[config.mk]
export PLATFORM = sky130hd
export DESIGN_NAME = atten_serial_prog
export DESIGN_NICKNAME = d
export VERILOG_FILES = /design/src/rtl/atten_prog_pkg.sv /design/src/rtl/atten_prog_ctrl.sv /design/src/rtl/atten_prog_dpath.sv /design/src/rtl/atten_serial_prog.sv
export SDC_FILE = /design/constraint.sdc
export NUM_CORES = 1
export LEC_CHECK = 0
export BUFFER_PORTS_ARGS = -buffer_cell sky130_fd_sc_hd__buf_2
export CAP_MARGIN = 15
export CORE_ASPECT_RATIO = 0.7
export CORE_MARGIN = 2
export CORE_UTILIZATION = 55
export DETAILED_ROUTE_END_ITERATION = 16
export GPL_TIMING_DRIVEN = 0
export HOLD_SLACK_MARGIN = 0.1
export PLACE_DENSITY = 0.77
export SETUP_SLACK_MARGIN = 0.15
export SLEW_MARGIN = 15
export SYNTH_ARGS = -nofsm -noshare
export SYNTH_HDL_FRONTEND = slang
export SYNTH_SLANG_ARGS = --single-unit
[constraint.sdc]
create_clock -name clk -period 2.26 [get_ports clk]
set_input_delay 0.113 -clock clk [delete_from_list [all_inputs] [get_ports clk]]
set_output_delay 0.113 -clock clk [all_outputs]
set_load 0.03 [all_outputs]
[src/rtl/atten_prog_pkg.sv]
package atten_prog_pkg;

  typedef enum logic [2:0] {
    ST_IDLE,
    ST_SELSU,
    ST_CLKLO,
    ST_CLKHI,
    ST_LESU,
    ST_LEHI,
    ST_SELHD
  } progState_t;

  // Control-to-datapath strobes, one cycle each
  typedef struct packed {
    logic loadWord;
    logic shiftBit;
    logic clkRise;
    logic clkFall;
    logic leRise;
    logic leFall;
    logic selRise;
    logic selFall;
    logic doneSet;
  } lineStrobe_t;

  function automatic int ceilDiv(input int num, input int den);
    return (num + den - 1) / den;
  endfunction

  function automatic int maxOf(input int a, input int b);
    return (a > b) ? a : b;
  endfunction

endpackage

[src/rtl/atten_prog_ctrl.sv]
module atten_prog_ctrl
  import atten_prog_pkg::*;
#(
  parameter int WORD_W    = 8,
  parameter int HIGH_CYC  = 8,
  parameter int LOW_CYC   = 17,
  parameter int LESU_CYC  = 3,
  parameter int LEPW_CYC  = 8,
  parameter int SELSU_CYC = 25,
  parameter int SELHD_CYC = 25
) (
  input  logic        clk,
  input  logic        rstN,
  input  logic        start,
  output lineStrobe_t strb,
  output logic        busy
);

  localparam int MAX_CYC = maxOf(maxOf(maxOf(HIGH_CYC, LOW_CYC), maxOf(LESU_CYC, LEPW_CYC)),
                                 maxOf(maxOf(SELSU_CYC, SELHD_CYC), 2));
  localparam int CNT_W   = $clog2(MAX_CYC + 1);
  localparam int IDX_W   = $clog2(WORD_W);
  localparam logic [IDX_W-1:0] LAST_IDX = IDX_W'(WORD_W - 1);

  progState_t       state, nextState;
  logic [CNT_W-1:0] phaseCnt, loadVal;
  logic [IDX_W-1:0] bitIdx;
  logic             phaseDone;

  assign phaseDone = (phaseCnt == '0);
  assign busy      = (state != ST_IDLE);

  // Sequencing and strobe generation
  always_comb begin
    nextState = state;
    strb      = '0;
    unique case (state)
      ST_IDLE: begin
        if (start) begin
          nextState     = ST_SELSU;
          strb.loadWord = 1'b1;
          strb.selRise  = 1'b1;
        end
      end
      ST_SELSU: begin
        if (phaseDone) nextState = ST_CLKLO;
      end
      ST_CLKLO: begin
        if (phaseDone) begin
          nextState    = ST_CLKHI;
          strb.clkRise = 1'b1;
        end
      end
      ST_CLKHI: begin
        if (phaseDone) begin
          strb.clkFall = 1'b1;
          if (bitIdx == LAST_IDX) begin
            nextState = ST_LESU;
          end else begin
            nextState     = ST_CLKLO;
            strb.shiftBit = 1'b1;
          end
        end
      end
      ST_LESU: begin
        if (phaseDone) begin
          nextState   = ST_LEHI;
          strb.leRise = 1'b1;
        end
      end
      ST_LEHI: begin
        if (phaseDone) begin
          nextState    = ST_SELHD;
          strb.leFall  = 1'b1;
          strb.doneSet = 1'b1;
        end
      end
      ST_SELHD: begin
        if (phaseDone) begin
          nextState    = ST_IDLE;
          strb.selFall = 1'b1;
        end
      end
      default: nextState = ST_IDLE;
    endcase
  end

  // Length of the phase being entered, minus one
  always_comb begin
    unique case (nextState)
      ST_SELSU: loadVal = CNT_W'(SELSU_CYC - 1);
      ST_CLKLO: loadVal = CNT_W'(LOW_CYC - 1);
      ST_CLKHI: loadVal = CNT_W'(HIGH_CYC - 1);
      ST_LESU:  loadVal = CNT_W'(LESU_CYC - 1);
      ST_LEHI:  loadVal = CNT_W'(LEPW_CYC - 1);
      ST_SELHD: loadVal = CNT_W'(SELHD_CYC - 1);
      default:  loadVal = '0;
    endcase
  end

  always_ff @(posedge clk) begin
    if (!rstN) begin
      state    <= ST_IDLE;
      phaseCnt <= '0;
      bitIdx   <= '0;
    end else begin
      state <= nextState;
      if (nextState != state) begin
        phaseCnt <= loadVal;
      end else if (!phaseDone) begin
        phaseCnt <= phaseCnt - 1'b1;
      end
      if (strb.loadWord) begin
        bitIdx <= '0;
      end else if (strb.shiftBit) begin
        bitIdx <= bitIdx + 1'b1;
      end
    end
  end

  // the latch setup phase is reached only after the final bit
  p_all_bits_sent_r2: assert property (@(posedge clk) disable iff (!rstN)
    (state == ST_LESU) |-> (bitIdx == LAST_IDX));

  // a start seen while busy (and not in the last cycle) leaves the block busy
  p_start_ignored_r9: assert property (@(posedge clk) disable iff (!rstN)
    (busy && start && !strb.selFall) |=> busy);

  // the word is loaded only from idle
  p_load_from_idle_r9: assert property (@(posedge clk) disable iff (!rstN)
    strb.loadWord |=> (state == ST_SELSU) && ($past(state) == ST_IDLE));

endmodule

[src/rtl/atten_prog_dpath.sv]
module atten_prog_dpath
  import atten_prog_pkg::*;
#(
  parameter int CODE_W = 7
) (
  input  logic              clk,
  input  logic              rstN,
  input  lineStrobe_t       strb,
  input  logic [CODE_W-1:0] attenCode,
  output logic              shiftClk,
  output logic              shiftData,
  output logic              latchEn,
  output logic              serialSel,
  output logic              done
);

  localparam int WORD_W = CODE_W + 1;

  logic [WORD_W-1:0] ctrlWord;
  logic [WORD_W-1:0] pending;

  // Top bit of the control word is forced low
  assign ctrlWord = {1'b0, attenCode};

  always_ff @(posedge clk) begin
    if (!rstN) begin
      pending   <= '0;
      shiftData <= 1'b0;
      shiftClk  <= 1'b0;
      latchEn   <= 1'b0;
      serialSel <= 1'b0;
      done      <= 1'b0;
    end else begin
      if (strb.loadWord) begin
        shiftData <= ctrlWord[0];
        pending   <= ctrlWord >> 1;
      end else if (strb.shiftBit) begin
        shiftData <= pending[0];
        pending   <= pending >> 1;
      end else if (strb.selFall) begin
        shiftData <= 1'b0;
      end

      if (strb.clkRise)      shiftClk <= 1'b1;
      else if (strb.clkFall) shiftClk <= 1'b0;

      if (strb.leRise)      latchEn <= 1'b1;
      else if (strb.leFall) latchEn <= 1'b0;

      if (strb.selRise)      serialSel <= 1'b1;
      else if (strb.selFall) serialSel <= 1'b0;

      done <= strb.doneSet;
    end
  end

  // the shift clock is low for the whole commit pulse
  p_le_clk_low_r6: assert property (@(posedge clk) disable iff (!rstN)
    latchEn |-> !shiftClk);

  // the bit on the line when the word is committed is the forced-low top bit
  p_msb_low_r3: assert property (@(posedge clk) disable iff (!rstN)
    latchEn |-> !shiftData);

  // data never changes on the edge that raises the shift clock
  p_data_stable_rise_r5: assert property (@(posedge clk) disable iff (!rstN)
    $rose(shiftClk) |-> $stable(shiftData));

  // the clock and latch lines move only in serial mode
  p_serial_mode_r7: assert property (@(posedge clk) disable iff (!rstN)
    (shiftClk || latchEn) |-> serialSel);

  // done is a single-cycle pulse right after the latch falls
  p_done_single_r8: assert property (@(posedge clk) disable iff (!rstN)
    done |=> !done);
  p_done_after_le_r8: assert property (@(posedge clk) disable iff (!rstN)
    done |-> (!latchEn && $past(latchEn)));

endmodule

[src/rtl/atten_serial_prog.sv]
module atten_serial_prog
  import atten_prog_pkg::*;
#(
  parameter int CODE_W        = 7,
  parameter int SYS_PERIOD_NS = 4,
  parameter int CLK_HIGH_NS   = 30,
  parameter int CLK_LOW_NS    = 30,
  parameter int CLK_PERIOD_NS = 100,
  parameter int DATA_SU_NS    = 10,
  parameter int DATA_HD_NS    = 10,
  parameter int LE_SU_NS      = 10,
  parameter int LE_PW_NS      = 30,
  parameter int SEL_SU_NS     = 100,
  parameter int SEL_HD_NS     = 100
) (
  input  logic              clk,
  input  logic              rstN,
  input  logic              start,
  input  logic [CODE_W-1:0] attenCode,
  output logic              shiftClk,
  output logic              shiftData,
  output logic              latchEn,
  output logic              serialSel,
  output logic              busy,
  output logic              done
);

  localparam int WORD_W    = CODE_W + 1;
  localparam int HIGH_CYC  = maxOf(1, maxOf(ceilDiv(CLK_HIGH_NS, SYS_PERIOD_NS),
                                            ceilDiv(DATA_HD_NS, SYS_PERIOD_NS)));
  localparam int LOW_CYC   = maxOf(1, maxOf(maxOf(ceilDiv(CLK_LOW_NS, SYS_PERIOD_NS),
                                                  ceilDiv(DATA_SU_NS, SYS_PERIOD_NS)),
                                            ceilDiv(CLK_PERIOD_NS, SYS_PERIOD_NS) - HIGH_CYC));
  localparam int LESU_CYC  = maxOf(1, ceilDiv(LE_SU_NS, SYS_PERIOD_NS));
  localparam int LEPW_CYC  = maxOf(1, ceilDiv(LE_PW_NS, SYS_PERIOD_NS));
  localparam int SELSU_CYC = maxOf(1, ceilDiv(SEL_SU_NS, SYS_PERIOD_NS));
  localparam int SELHD_CYC = maxOf(1, ceilDiv(SEL_HD_NS, SYS_PERIOD_NS));

  lineStrobe_t strb;

  atten_prog_ctrl #(
    .WORD_W   (WORD_W),
    .HIGH_CYC (HIGH_CYC),
    .LOW_CYC  (LOW_CYC),
    .LESU_CYC (LESU_CYC),
    .LEPW_CYC (LEPW_CYC),
    .SELSU_CYC(SELSU_CYC),
    .SELHD_CYC(SELHD_CYC)
  ) uCtrl (
    .clk  (clk),
    .rstN (rstN),
    .start(start),
    .strb (strb),
    .busy (busy)
  );

  atten_prog_dpath #(
    .CODE_W(CODE_W)
  ) uDpath (
    .clk      (clk),
    .rstN     (rstN),
    .strb     (strb),
    .attenCode(attenCode),
    .shiftClk (shiftClk),
    .shiftData(shiftData),
    .latchEn  (latchEn),
    .serialSel(serialSel),
    .done     (done)
  );

  // busy and serial select rise and fall on the same edges
  p_busy_tracks_sel_r9: assert property (@(posedge clk) disable iff (!rstN)
    busy == serialSel);

  // clock and latch rest low outside a transfer
  p_idle_quiet_r10: assert property (@(posedge clk) disable iff (!rstN)
    !busy |-> (!shiftClk && !latchEn && !shiftData));

endmodule

# == After elaboration in Yosys (flattened, before gate mapping) ==
# Index checks and enable logic that the tools add are counted.
# totals
in_bits,10
out_inout_bits,6
ff_bits,22
wordCells,71
# classes
n_reduce_logical,11
n_addsub,2
mux,33
n_bitwise,1
n_eq_ne,15
# op_table
cell,n
2-to-1 mux 3 bit,8
== test 3 bit (second input constant),7
one-hot mux 3 bit (7 select lines),1
one-hot mux 5 bit (4 select lines),1
2-to-1 mux 1 bit,19
== test 3 x 2 -> 1 bit (second input constant),4
2-to-1 mux 6 bit,2
2-to-1 mux 5 bit,2
nonzero test 2 bit,4
== test 3 x 1 -> 1 bit (second input constant),2
nonzero test 3 bit,2
OR reduction 2 bit,3
logical NOT 5 bit,1
subtractor 5 x 1 -> 5 bit (second input constant),1
adder 3 x 1 -> 3 bit (second input constant),1
logical NOT 3 bit,1
inequality test 3 bit,1
inequality test 2 bit (second input constant),1
inverter 1 bit,1

# == Logic depth before layout (Yosys ltp) ==
# logic_depth
ltp_word,8
depth_mapped,7
depth_no_buf,6

# == Hierarchy ==
# Synthesis repeated with hierarchy kept, for this count alone.
# unflattened
cells_unflattened,141
hier_area_um2,1216.2
# modules_own_cells
module,cells_each,instances,area_per_inst_um2
atten_prog_ctrl,97,1,757.0
atten_prog_dpath,44,1,459.2

# == Worst setup path after synthesis ==
# Ideal clock, no wire load.
# synth_timing
path_type,reg2reg
start,reg uCtrl.phaseCnt[0]
end,reg uDpath.shiftData
path_buffers,1
setup_time_ns,0.069
synth_period_minus_slack_ns,1.931
required_ns,2.191
arrival_time_ns,1.862
path_stages_with_launch,8
setup_slack_ns,0.329
path_cell_list,dfxtp_1 inv_1 ha_1 or4b_4 or3b_1 buf_6 o2bb2a_4 a21oi_2
# synth_via
elab_chain_len,5
word_cells_on_any_way,8
# synth_rtl
item,line,text
from (decl),atten_prog_ctrl.sv:26,"logic [CNT_W-1:0] phaseCnt, loadVal;"
from (signal assigned),atten_prog_ctrl.sv:109,phaseCnt <= loadVal;
from (signal assigned),atten_prog_ctrl.sv:111,phaseCnt <= phaseCnt - 1'b1;
logical NOT 5 bit (*),atten_prog_ctrl.sv:30,assign phaseDone = (phaseCnt == '0);
2-to-1 mux 1 bit,atten_prog_ctrl.sv:55,if (phaseDone) begin
2-to-1 mux 1 bit,atten_prog_ctrl.sv:37,unique case (state)
2-to-1 mux 1 bit,atten_prog_dpath.sv:37,end else if (strb.shiftBit) begin
2-to-1 mux 1 bit,atten_prog_dpath.sv:34,if (strb.loadWord) begin
to (signal assigned),atten_prog_dpath.sv:35,shiftData <= ctrlWord[0];
to (signal assigned),atten_prog_dpath.sv:38,shiftData <= pending[0];
to (decl),atten_prog_dpath.sv:11,"output logic shiftData,"
# Every way passes the cells marked *; elsewhere a longest branch is shown, timed or not.
# A chain may end at the register's enable or synchronous reset.

# == Final worst setup path ==
# layout_timing
start,reg uCtrl.phaseCnt[1]
end,reg uDpath.shiftData
# The elaborated chain is that of the path after synthesis.

==> results.json <==
{
  "status": "finished with violations",
  "violations": "design-rule violations",
  "routabilityCongestion": 0.837,
  "hold_path_class": "input port to flip-flop",
  "ys_top_cells_by_area": "dfxtp_1 (38%), mux2i_1 (6.9%), a21oi_1 (5.2%)",
  "cp.required_ps": 2520,
  "fin_util": 0.720,
  "worstPathMaxFanout": 10,
  "viasPerCell": 6.36,
  "cts_tree": "yes",
  "synth.most_common_cell": "dfxtp_1",
  "ys.warnings.count": 0,
  "dp_hpwl_um": 1950,
  "critical_path.slowest_cell": "or4b_4",
  "cts_sinks": 22,
  "fin_tns_setup_ps": 0,
  "num_io_pins": 16,
  "hold_viol": 0,
  "cts.path.max_buffers": 2,
  "drt_iter0_markers": 61,
  "crit_chain": "inv_2 -> ha_4 -> or4b_4 -> or3b_4 -> buf_8 -> o2bb2a_4 -> a21oi_2",
  "fp.dieH_um": 42.4,
  "cp_data_arrival_time_ps": 2280,
  "tightestPinTransition_ps": 526,
  "cts-root-buf": "clkbuf_4",
  "max_stage_delay_ps": 480,
  "min_path_cells": 3,
  "wl_um": 2820,
  "grt_pass1_vias": 1002,
  "fin_worst_skew_ps": 7.29,
  "antenna_found_initial": 0,
  "fillers": 152,
  "die-area_mm2": 0.00249,
  "syn_area_mm2": 0.00116,
  "routedWlPerCell_um": 15.6,
  "maxSlewHeadroom": 0.647,
  "ys_seq_area_frac": 0.381,
  "core_area_mm2": 0.00192,
  "reg2regPathDepth": 7,
  "path_depth": 7,
  "synth-async-reset-ratio": 0,
  "power.density_mw_per_mm2": 1100,
  "drc": 1,
  "post_route_cells_drive_above_1_share": 0.208,
  "ys_ff_latch": 22,
  "syn_to_final_growth_pct": 19.4,
  "io_buffers": 15,
  "multi_input_area_um2": 671,
  "yosys-top-cells-count": "dfxtp_1 (22), a21oi_1 (12), nand2_1 (11)",
  "layout.cells.non_filler": 181,
  "power_mw": 1.52,
  "place_area_mm2": 0.00126,
  "ys_types": 39,
  "fmax_ghz": 0.496,
  "syn_inst": 134,
  "die_width_um": 58.8,
  "vias": 1151,
  "fin_crit_sh": 0.892,
  "fin_nets": 174,
  "path_class": "flip-flop to flip-flop",
  "design_area_mm2": 0.00138,
  "setup_violations": 0,
  "synth_edf_count": 0,
  "synth_ff_type": "dfxtp_1",
  "grt_max_degree": 13,
  "synth_area_per_cell_um2": 8.64,
  "critPathBufInv": 2,
  "regArea_um2": 443,
  "critPathTopFamily": "simple AND/OR/NAND/NOR gates",
  "ant_nets": 0,
  "drv_cap": 0,
  "synth_top_area_share": 0.381,
  "n_antenna_cell": 0,
  "grt.total_usage": 0.236,
  "p_leak_nw": 0.594,
  "floorplan.initialDensity": 0.603,
  "irDropWorstVdd_mv": 0.610,
  "cp-end-kind": "flip-flop",
  "htreeDepth": 1,
  "slew_viol_final": 0,
  "period_needed_ps": 2010,
  "placedCellCount": 171,
  "cts_made_buffers": 3,
  "dr.pass1.iters": 10,
  "grt_pass1_wl_um": 4440,
  "overflow": 0,
  "clk-insertion-delay-late_ps": 320,
  "row_count": 13,
  "cp-start-kind": "flip-flop",
  "synth_top_area_cell": "dfxtp_1",
  "path_clk_slew_ps": 130,
  "syn_nets": 148,
  "rsz0062_at_grt": "no"
}
per-layer routing:
metal,part of all wire,GRT usage,vias up
li1,-,-,539
met1,0.44,0.315,532
met2,0.44,0.369,70
met3,0.099,0.0710,10
met4,0.016,0.0636,0
met5,0,0,-
power by group:
| part | switching (mW) | internal, mW |
|---|---|---|
| Clock | 0.125 | 0.0986 |
| Combinational | 0.452 | 0.311 |
| Sequential | 0.0675 | 0.472 |
placed cells by master (no fill, tap or decap), types with 2 or more instances in the layout:
master	Yosys	final
dfxtp_1	22	20
buf_2	0	15
a21oi_1	12	12
nand2_1	11	11
o21ai_0	10	10
clkbuf_1	9	9
mux2i_1	8	8
nor2_1	7	7
a221oi_1	5	5
dlygate4sd3_1	0	5
nor3_1	4	4
nand3_1	4	4
nand2b_1	3	3
inv_1	5	3
ha_1	4	3
clkbuf_4	0	3
inv_2	0	2
or3_1	2	2
xnor2_1	2	2
o2111ai_1	2	2
o31ai_1	2	2
dfxtp_2	0	2
per-stage QoR:
step	setup slack (ps)	hold WS, ps
2_1_floorplan	329	249
3_3_place_gp	259	362
3_5_place_dp	197	373
4_1_cts	158	161
5_1_grt	183	150
6_report	245	156
flip-flops by register name (all words and copies together) (netlist names):
name / flops
uDpath.shiftClk: 1
uDpath.latchEn: 1
uDpath.pending: 6
uDpath.done: 1
uCtrl.bitIdx: 3
uCtrl.state: 3
uDpath.serialSel: 1
uCtrl.phaseCnt: 5
uDpath.shiftData: 1
area by class of cell:
type | instances | area share
Buffer | 10 | 0.0353
Clock buffer | 4 | 0.0263
Inverter | 6 | 0.0163
Multi-Input combinational cell | 96 | 0.486
Sequential cell | 22 | 0.321
Tap cell | 22 | 0.0199
Timing Repair Buffer | 21 | 0.0960
repair_timing:
action	4_1_cts	5_1_grt
setup endpoints to repair	0	13
buffers inserted	0	1
hold buffers	5	0
gates resized for setup	0	9
endpoints found under the hold margin	5	0
final timing paths:
| kind | start | slack, ps | endpoint |
|---|---|---|---|
| setup / recovery | uCtrl.phaseCnt[1] | 250 | uDpath.shiftData |
| hold / removal | attenCode[0] | 160 | uDpath.shiftData |
| setup reg to reg | uCtrl.phaseCnt[1] | 250 | uDpath.shiftData |
| hold reg to reg | uDpath.serialSel | 490 | uDpath.serialSel |
cell families (layout without fill, tap and decap cells):
group	after synthesis	count (layout)	synth area share
XOR/XNOR	3	3	0.0227
buffers and inverters	16	41	0.0584
adder cells (fa/ha/maj)	4	4	0.0432
AND/OR/NAND/NOR	39	39	0.175
flip-flops	22	22	0.381
AO/OA/AOI/OAI	41	41	0.241
multiplexers	9	9	0.0789
worst register-to-register path: stages, from the launching register on:
cell and delay, ps:
dfxtp_2 350, inv_2 80, ha_4 130, or4b_4 480, or3b_4 420, buf_8 160, o2bb2a_4 220, a21oi_2 120
Power figures use the tool's default switching activity.
